File: src/rtl/subseq_pkg.sv
package subseq_pkg;

  // Control states of the request stepper
  typedef enum logic [1:0] {
    ST_IDLE  = 2'd0,
    ST_ISSUE = 2'd1,
    ST_WAIT  = 2'd2
  } step_state_e;

endpackage

File: src/rtl/subseq_slot_table.sv
module subseq_slot_table #(
  parameter int NSLOT = 16,
  parameter int CHW   = 5,
  localparam int IW   = $clog2(NSLOT)
) (
  input  logic           clk,
  input  logic           rst_n,
  input  logic           wr_en,
  input  logic [IW-1:0]  wr_slot,
  input  logic [CHW-1:0] wr_chan,
  input  logic [IW-1:0]  rd_slot,
  output logic [CHW-1:0] rd_chan
);

  logic [CHW-1:0] slot_q [NSLOT];

  for (genvar g = 0; g < NSLOT; g++) begin : g_slot
    logic hit;
    assign hit = wr_en && (wr_slot == IW'(g));

    always_ff @(posedge clk or negedge rst_n) begin
      if (!rst_n) begin
        slot_q[g] <= '0;
      end else if (hit) begin
        slot_q[g] <= wr_chan;
      end
    end
  end

  assign rd_chan = slot_q[rd_slot];

endmodule

File: src/rtl/subseq_cursor.sv
module subseq_cursor #(
  parameter int NSLOT = 16,
  parameter int GMAX  = 8,
  localparam int IW   = $clog2(NSLOT),
  localparam int GW   = $clog2(GMAX)
) (
  input  logic          clk,
  input  logic          rst_n,
  input  logic          clear,
  input  logic          advance,
  input  logic          disc_en,
  input  logic [IW-1:0] len_m1,
  input  logic [GW-1:0] grp_m1,
  output logic [IW-1:0] pos,
  output logic          burst_end
);

  logic [IW-1:0] pos_q, pos_d;
  logic [GW-1:0] cnt_q, cnt_d;
  logic          seq_last;
  logic          grp_last;

  // Current slot is the last of the list, or the last of its subgroup
  assign seq_last  = (pos_q >= len_m1);
  assign grp_last  = disc_en && (cnt_q == grp_m1);
  assign burst_end = seq_last || grp_last;

  always_comb begin
    pos_d = pos_q;
    cnt_d = cnt_q;
    if (clear) begin
      pos_d = '0;
      cnt_d = '0;
    end else if (advance) begin
      pos_d = seq_last  ? '0 : pos_q + 1'b1;
      cnt_d = burst_end ? '0 : cnt_q + 1'b1;
    end
  end

  always_ff @(posedge clk or negedge rst_n) begin
    if (!rst_n) begin
      pos_q <= '0;
      cnt_q <= '0;
    end else begin
      pos_q <= pos_d;
      cnt_q <= cnt_d;
    end
  end

  assign pos = pos_q;

endmodule

File: src/rtl/subseq_step_fsm.sv
module subseq_step_fsm
  import subseq_pkg::*;
(
  input  logic clk,
  input  logic rst_n,
  input  logic power,
  input  logic start,
  input  logic done,
  input  logic burst_end,
  output logic req,
  output logic advance
);

  step_state_e state_q, state_d;

  always_comb begin
    state_d = state_q;
    unique case (state_q)
      ST_IDLE:  if (start) state_d = ST_ISSUE;
      ST_ISSUE: state_d = ST_WAIT;
      ST_WAIT:  if (done) state_d = burst_end ? ST_IDLE : ST_ISSUE;
      default:  state_d = ST_IDLE;
    endcase
    if (!power) state_d = ST_IDLE;
  end

  always_ff @(posedge clk or negedge rst_n) begin
    if (!rst_n) begin
      state_q <= ST_IDLE;
    end else begin
      state_q <= state_d;
    end
  end

  assign req     = (state_q == ST_ISSUE);
  assign advance = (state_q == ST_WAIT) && done && power;

endmodule

File: src/rtl/subseq_result.sv
module subseq_result #(
  parameter int DW  = 12,
  parameter int CHW = 5,
  parameter int IW  = 4
) (
  input  logic           clk,
  input  logic           rst_n,
  input  logic           capture,
  input  logic [DW-1:0]  in_data,
  input  logic [CHW-1:0] in_chan,
  input  logic [IW-1:0]  in_slot,
  output logic           out_valid,
  output logic           out_eoc,
  output logic [DW-1:0]  out_data,
  output logic [CHW-1:0] out_chan,
  output logic [IW-1:0]  out_slot
);

  always_ff @(posedge clk or negedge rst_n) begin
    if (!rst_n) begin
      out_valid <= 1'b0;
      out_eoc   <= 1'b0;
    end else begin
      out_valid <= capture;
      out_eoc   <= capture;
    end
  end

  always_ff @(posedge clk or negedge rst_n) begin
    if (!rst_n) begin
      out_data <= '0;
      out_chan <= '0;
      out_slot <= '0;
    end else if (capture) begin
      out_data <= in_data;
      out_chan <= in_chan;
      out_slot <= in_slot;
    end
  end

endmodule

File: src/rtl/subgroup_sequencer.sv
module subgroup_sequencer #(
  parameter int NSLOT = 16,
  parameter int CHW   = 5,
  parameter int DW    = 12,
  parameter int GMAX  = 8,
  localparam int IW   = $clog2(NSLOT),
  localparam int GW   = $clog2(GMAX)
) (
  input  logic           clk,
  input  logic           rst_n,
  input  logic           cfg_power,
  input  logic           cfg_disc_en,
  input  logic [GW-1:0]  cfg_grp_m1,
  input  logic [IW-1:0]  cfg_len_m1,
  input  logic           cfg_wr_en,
  input  logic [IW-1:0]  cfg_wr_slot,
  input  logic [CHW-1:0] cfg_wr_chan,
  input  logic           start,
  output logic           conv_req,
  output logic [CHW-1:0] conv_chan,
  input  logic           conv_done,
  input  logic [DW-1:0]  conv_data,
  output logic           res_valid,
  output logic [DW-1:0]  res_data,
  output logic [CHW-1:0] res_chan,
  output logic [IW-1:0]  res_slot,
  output logic           eoc
);

  logic [IW-1:0]  cur_pos;
  logic [CHW-1:0] cur_chan;
  logic           burst_end;
  logic           step_adv;

  subseq_slot_table #(.NSLOT(NSLOT), .CHW(CHW)) u_table (
    .clk     (clk),
    .rst_n   (rst_n),
    .wr_en   (cfg_wr_en),
    .wr_slot (cfg_wr_slot),
    .wr_chan (cfg_wr_chan),
    .rd_slot (cur_pos),
    .rd_chan (cur_chan)
  );

  subseq_cursor #(.NSLOT(NSLOT), .GMAX(GMAX)) u_cursor (
    .clk       (clk),
    .rst_n     (rst_n),
    .clear     (!cfg_power),
    .advance   (step_adv),
    .disc_en   (cfg_disc_en),
    .len_m1    (cfg_len_m1),
    .grp_m1    (cfg_grp_m1),
    .pos       (cur_pos),
    .burst_end (burst_end)
  );

  subseq_step_fsm u_fsm (
    .clk       (clk),
    .rst_n     (rst_n),
    .power     (cfg_power),
    .start     (start),
    .done      (conv_done),
    .burst_end (burst_end),
    .req       (conv_req),
    .advance   (step_adv)
  );

  subseq_result #(.DW(DW), .CHW(CHW), .IW(IW)) u_result (
    .clk       (clk),
    .rst_n     (rst_n),
    .capture   (step_adv),
    .in_data   (conv_data),
    .in_chan   (cur_chan),
    .in_slot   (cur_pos),
    .out_valid (res_valid),
    .out_eoc   (eoc),
    .out_data  (res_data),
    .out_chan  (res_chan),
    .out_slot  (res_slot)
  );

  assign conv_chan = cur_chan;

endmodule

File: config.mk
export PLATFORM = sky130hd
export DESIGN_NAME = subgroup_sequencer
export DESIGN_NICKNAME = d
export VERILOG_FILES = /design/src/rtl/subseq_pkg.sv /design/src/rtl/subseq_slot_table.sv /design/src/rtl/subseq_cursor.sv /design/src/rtl/subseq_step_fsm.sv /design/src/rtl/subseq_result.sv /design/src/rtl/subgroup_sequencer.sv
export SDC_FILE = /design/constraint.sdc
export NUM_CORES = 1
export LEC_CHECK = 0
export BUFFER_PORTS_ARGS = -buffer_cell sky130_fd_sc_hd__buf_4
export CORE_UTILIZATION = 45
export DETAILED_ROUTE_END_ITERATION = 12
export PLACE_DENSITY_LB_ADDON = 0.3
export SYNTH_ARGS = -nofsm -noshare
export SYNTH_HDL_FRONTEND = slang
export SYNTH_SLANG_ARGS = --single-unit
File: constraint.sdc
create_clock -name clk -period 2.5 [get_ports clk]
set_input_delay 0.5 -clock clk [delete_from_list [all_inputs] [get_ports clk]]
set_output_delay 0.5 -clock clk [all_outputs]
set_load 0.01 [all_outputs]
Yosys cells after proc, flatten, opt, wreduce, memory -nomap -nowiden
Cells that the tools add are included.

Bits in registers: 111. Output and inout bits: 29. Input port bits: 35. Word-level logic and storage cells: 86.

Add/sub/neg operators: 2. Bitwise operators: 1. $lt $le $gt $ge: 2. Reduce and logical (&&, ||, !) cells: 23. Eq/ne operators: 21. Mux-type cells: 14.

Operators with widths (count): 4-bit == test (second input constant) (8); 5-bit binary-select mux with 4-bit select (1); 1-bit logical AND (19); 4-bit by 3-bit == test with 1-bit output (second input constant) (4); 4-bit 2-to-1 mux (3); 5-bit 2-to-1 mux (2); 3-bit 2-to-1 mux (3); 4-bit by 2-bit == test with 1-bit output (second input constant) (2); 2-bit 2-to-1 mux (3); 3-bit inequality test (second input constant) (2); 2-bit case mux with 3 select lines (1); 5-bit greater-or-equal comparator (second input constant) (1); 4-bit inverter with 5-bit output (1); 4-bit by 1-bit adder with 4-bit output (second input constant) (1); 4-bit by 1-bit == test with 1-bit output (second input constant) (1); 4-bit greater-or-equal comparator (1); 4-bit zero test (1); 3-bit by 1-bit adder with 3-bit output (second input constant) (1); 3-bit == test (1); 2-bit by 1-bit == test with 1-bit output (second input constant) (1); 2-bit == test (second input constant) (1); 2-bit zero test (1); 2-bit by 1-bit inequality test with 1-bit output (second input constant) (1); 2-bit AND reduction (1); other kinds (2) (2).

Longest topological paths before layout
Depth in word-level cells: 7. Depth in mapped cells: 7. Mapped depth without buffers: 6.

Cells and area by module
Synthesis repeated with hierarchy kept, for this count alone.

Cell total of the unflattened synthesis: 352. Area total of the unflattened synthesis: 5196.2 um^2.

Modules (own cells, without submodules): subseq_slot_table (cells an instance 238, area an instance 3648.5 um^2, seq. area each 2001.9 um^2, times used 1); subseq_result (cells an instance 46, area an instance 892.1 um^2, seq. area each 550.5 um^2, times used 1); subseq_cursor (cells an instance 56, area an instance 548.0 um^2, seq. area each 175.2 um^2, times used 1); subseq_step_fsm (cells an instance 11, area an instance 103.8 um^2, seq. area each 50.0 um^2, times used 1); subgroup_sequencer (cells an instance 1, area an instance 3.8 um^2, seq. area each 0.0 um^2, times used 1).

Least setup slack after synthesis
OpenSTA, ideal clock, no wires.

Path type: register -> output. Start: register u_cursor.pos_q[2], in the netlist u_cursor.pos[2]. End: output port conv_chan[2]. Arrival time: 1.389 ns. Slack: 0.611 ns. Data required time: 2.000 ns. Path buffers: 2. Stages on the path, launching flop included: 6. Cell sequence: dfrtp_1 buf_6 buf_6 and3b_1 a221oi_1 and3_1.

Cells in the longest elaborated chain, start to end: 4.

Ends and longest elaborated chain: start, declared (RTL line subseq_cursor.sv:18) `logic [IW-1:0] pos_q, pos_d;`; start signal, assigned (RTL line subseq_cursor.sv:45) `pos_q <= pos_d;`; 4-bit inverter with 5-bit output (implied by the code) (RTL line subseq_slot_table.sv:30) `assign rd_chan = slot_q[rd_slot];`; 5-bit binary-select mux with 4-bit select (RTL line subseq_slot_table.sv:30); 5-bit 2-to-1 mux (implied by the code) (2 in series) (RTL line subseq_slot_table.sv:30); end, declared (RTL line subgroup_sequencer.sv:20) `output logic [CHW-1:0] conv_chan,`.

No other way between the ends. The select of a mux whose other input is x is not followed.

Worst setup path in the final report
Start: register u_cursor.pos_q[1], in the netlist u_cursor.pos[1]. End: output port conv_chan[1].

The elaborated chain is that of the path after synthesis.

==> results.md <==
- Synthesized area: 5254 µm²
- Share of post-route cells with drive strength above 1: 39.92%
- Hold Fails Final Rpt: 0
- Critical Path Start: u_cursor.pos[1]
- VDD IR-drop max: 0.4063 mV
- Worst Setup Slack, final: 0.01506 ns
- Total power: 4.838 mW
- Die Y: 110.1 µm
- Remaining global-route overflow: 0
- Avg WL per Cell: 18.18 µm
- Power share of the sequential group: 49.2%
- First-pass GRT wire length: 18160 µm
- Final ANT Viol Nets: 0
- Area of the multi-input gates: 2376 µm²
- Sequential standard cell area: 2783 µm²
- Number of synthesized flops with an enable pin: 0
- Worst skew pair latency: 0.34 ns
- Total CTS buffers: 9
- Initial Util: 46.01%
- Worst EP required: 2.00 ns
- DRC: 0
- Pin count of the biggest net entering global routing: 61
- Post-synth net total: 462
- Data arrival, critical path: 1.98 ns
- Comb pwr share: 20.3%
- Post-Synth Adder-Cell Area: 1.429%
- Area share of xor/xnor cells in the synthesized design: 0.6668%
- Fill count: 957
- Power Density: 769.7 nW/µm²
- FMAX: 402.4 MHz
- WS Path Type: flop to output port
- Worst Tran Pin Value: 0.7033 ns
- P_int: 3.554 mW
- Layout area overhead: 19.65%
- Synth Area in Simple Gates: 10.34%
- Status: finished, final reports clean
- Core Area: 11420 µm²
- Buffers on Ports: 63
- Final min period: 2.485 ns
- Placer Congestion: 0.7785
- Final period util: 99.40%
- Crit Path Max Fanout: 13
- Post-DP Area: 5862 µm²
- RSZ-0062 raised after global routing: true
- Clock power frac: 30.4%
- Clock Skews: 0.007479 ns
- Drt total wl: 11530 µm
- Initial DRT Pass Iterations: 4
- Tot GR Track Use: 20.15%
- Hold crit path type: input port to async pin
- Mean post-synth cell area: 12.48 µm²
- H-tree depth: 3
- Flop2flop setup slack: 0.43 ns
- Seq cells post-synth: 111
- CTS Hold Bufs: 0
- Clock-pin slew on the worst setup and hold paths: 0.07 ns
- # rows: 39
- Ports: 64
- Final non-filler cell total: 634
- Lkg Pwr: 2.868 nW
- Clock sinks: 111
- Main combinational cell family by area after synthesis: multiplexers
- Main flop type after synthesis: dfrtp_1
- Post-synthesis sequential area ratio: 52.87%
- Crit end category: output port
- Via-per-instance ratio: 5.470
- Iter 0 DRT Violations: 180
- Vias in the first global route: 3400
- Final setup viols: 0
- Finished Core Util: 55.05%
- Placed cell count: 615
- Synth async-reset ratio: 100.0%
- Die Footprint: 12110 µm²
- Die W: 110.1 µm
- Reg2Reg Capture Point: u_cursor.pos[0]
- Vias: 3468
- Proportion of synthesized area in mux cells: 25.43%
- Max-cap violations: 0
- Synth unique cells: 43
- # diodes: 0
- Clock Tree Buf Depth: 2
- Pre-CTS setup slack: 0.2535 ns
- Sw power: 1.284 mW
- Relative slew slack: 52.90%
- Slew Viols, Final: 0
- CTS tree: yes
- WHS: 0.1082 ns
- CTS root buf: clkbuf_16
- Design area: 6286 µm²
- Setup TNS: 0 ns
- Worst-case reg-to-reg path depth: 6
- Synth Area in Compound Gates: 6.311%
- DPL Wire Length: 8144 µm
- Fin nets: 527
- Initial antenna violation count: 0
- Worst reg2reg startpoint: u_cursor.pos[0]
- Synthesized netlist cell count: 421
- CP Capture Point: conv_chan[1]
- Net Sw Frac: 26.55%
- Startpoint Class: flop
- Synth warnings: 0
power by group through the flow:
stage / clock (mW) / combinational (mW) / sequential (mW)
global placement: 0 / 0.960 / 2.39
global route: 1.58 / 1.08 / 2.42
floorplan: 0 / 0.558 / 2.39
finish: 1.47 / 0.984 / 2.38
CTS: 1.52 / 0.988 / 2.38
detailed placement: 0 / 0.976 / 2.41
how the worst min path moves through the flow:
| stage | slack [ns] | cells past startpoint | startpoint | to |
|---|---|---|---|---|
| floorplan | 0.20 | 0 | rst_n | u_cursor.cnt_q[0] |
| global placement | 0.44 | 1 | u_fsm.state_q[0] | u_fsm.state_q[0] |
| detailed placement | 0.46 | 1 | u_fsm.state_q[0] | u_fsm.state_q[0] |
| CTS | 0.11 | 1 | rst_n | u_cursor.cnt_q[2] |
| global route | 0.13 | 1 | rst_n | u_result.out_data[6] |
| finish | 0.11 | 1 | rst_n | u_cursor.cnt_q[0] |
worst max-delay path, stage by stage, from the launching register on:
cell      delay, ns
dfrtp_2        0.51
nand3b_1       0.27
buf_4          0.17
o22ai_2        0.07
a221oi_1       0.30
and3_1         0.21
buf_4          0.11
routing by layer:
metal	GRT usage [%]	wire [µm]	vias up
met4	3.238	52	0
li1	-	-	1623
met1	28.28	5515	1755
met2	32.77	5477	84
met3	4.174	481	6
met5	0	0	-
synth_stat cells (all sizes together) (2+ instances only):
| cell | count | area (µm²) |
|---|---|---|
| nor2b | 3 | 18.77 |
| o211ai | 2 | 15.01 |
| ha | 6 | 75.07 |
| nand2b | 9 | 63.81 |
| nand3b | 3 | 22.52 |
| clkbuf | 6 | 22.52 |
| a221oi | 5 | 50.04 |
| a41o | 5 | 50.05 |
| nor3b | 4 | 40.03 |
| nor2 | 15 | 56.30 |
| nand3 | 3 | 15.01 |
| mux2 | 90 | 1036 |
| nand4 | 2 | 12.51 |
| and3 | 5 | 31.28 |
| a22oi | 10 | 75.07 |
| mux2i | 30 | 300.3 |
| nor3 | 2 | 15.01 |
| dfrtp | 111 | 2778 |
| o21ai | 7 | 35.03 |
| o22ai | 5 | 31.28 |
| xnor2 | 3 | 26.28 |
| inv | 9 | 33.78 |
| buf | 13 | 98.84 |
| nand2 | 57 | 214.0 |
| o2111ai | 2 | 17.52 |
| and2 | 5 | 31.28 |
cells by family after synthesis:
kind of cell,count (synthesis)
multiplexers,120
AND/OR/NAND/NOR,111
flip-flops,111
AO/OA/AOI/OAI,41
buffers and inverters,28
adder cells (fa/ha/maj),6
XOR/XNOR,4
cells in the final DEF, fill, tap and decap left out, drive strengths merged:
cell type and count:
and2b 1, nor2b 3, bufbuf 1, buf 72, a31oi 1, inv 12
xnor2 3, dfrtp 111, ha 6, nor2 15, nand3b 3, o2111ai 2
a41o 5, o21a 1, and3b 1, and3 5, bufinv 1, o21ai 7
nand4 2, a211oi 1, a221oi 5, a22oi 10, mux2 90, clkinv 2
nand2b 9, nand2 57, o221ai 1, clkbuf 10, mux2i 30, nor3b 4
a2111oi 1, o22ai 5, o211ai 2, xor2 1, nor3 2, nand3 3
or3 1, and2 5
flip-flops by register name, summed over array words and instances (netlist names):
signal and count:
u_fsm.state_q 2, u_result.out_data 12, u_result.out_chan 5, u_cursor.pos 4, u_result.out_slot 4, u_cursor.cnt_q 3
u_result.out_valid 1, u_table.slot_q 80
layout make-up:
type,instances,area share [%]
repair buffers,73,9.574
well taps,143,2.846
flip-flops and latches,111,44.27
clock buffers,10,3.802
inverters,9,0.5374
clock inverters,6,1.174
multi-input cells,282,37.80
what timing repair did:
| item | CTS | global route |
|---|---|---|
| setup buffers | 0 | 2 |
| setup endpoints to repair | 5 | 4 |
| resized for setup | 10 | 4 |
| hold endpoints to repair | 0 | 0 |
| pin swaps | 0 | 2 |
| gates cloned | 1 | 0 |
Power figures use the tool's default switching activity.
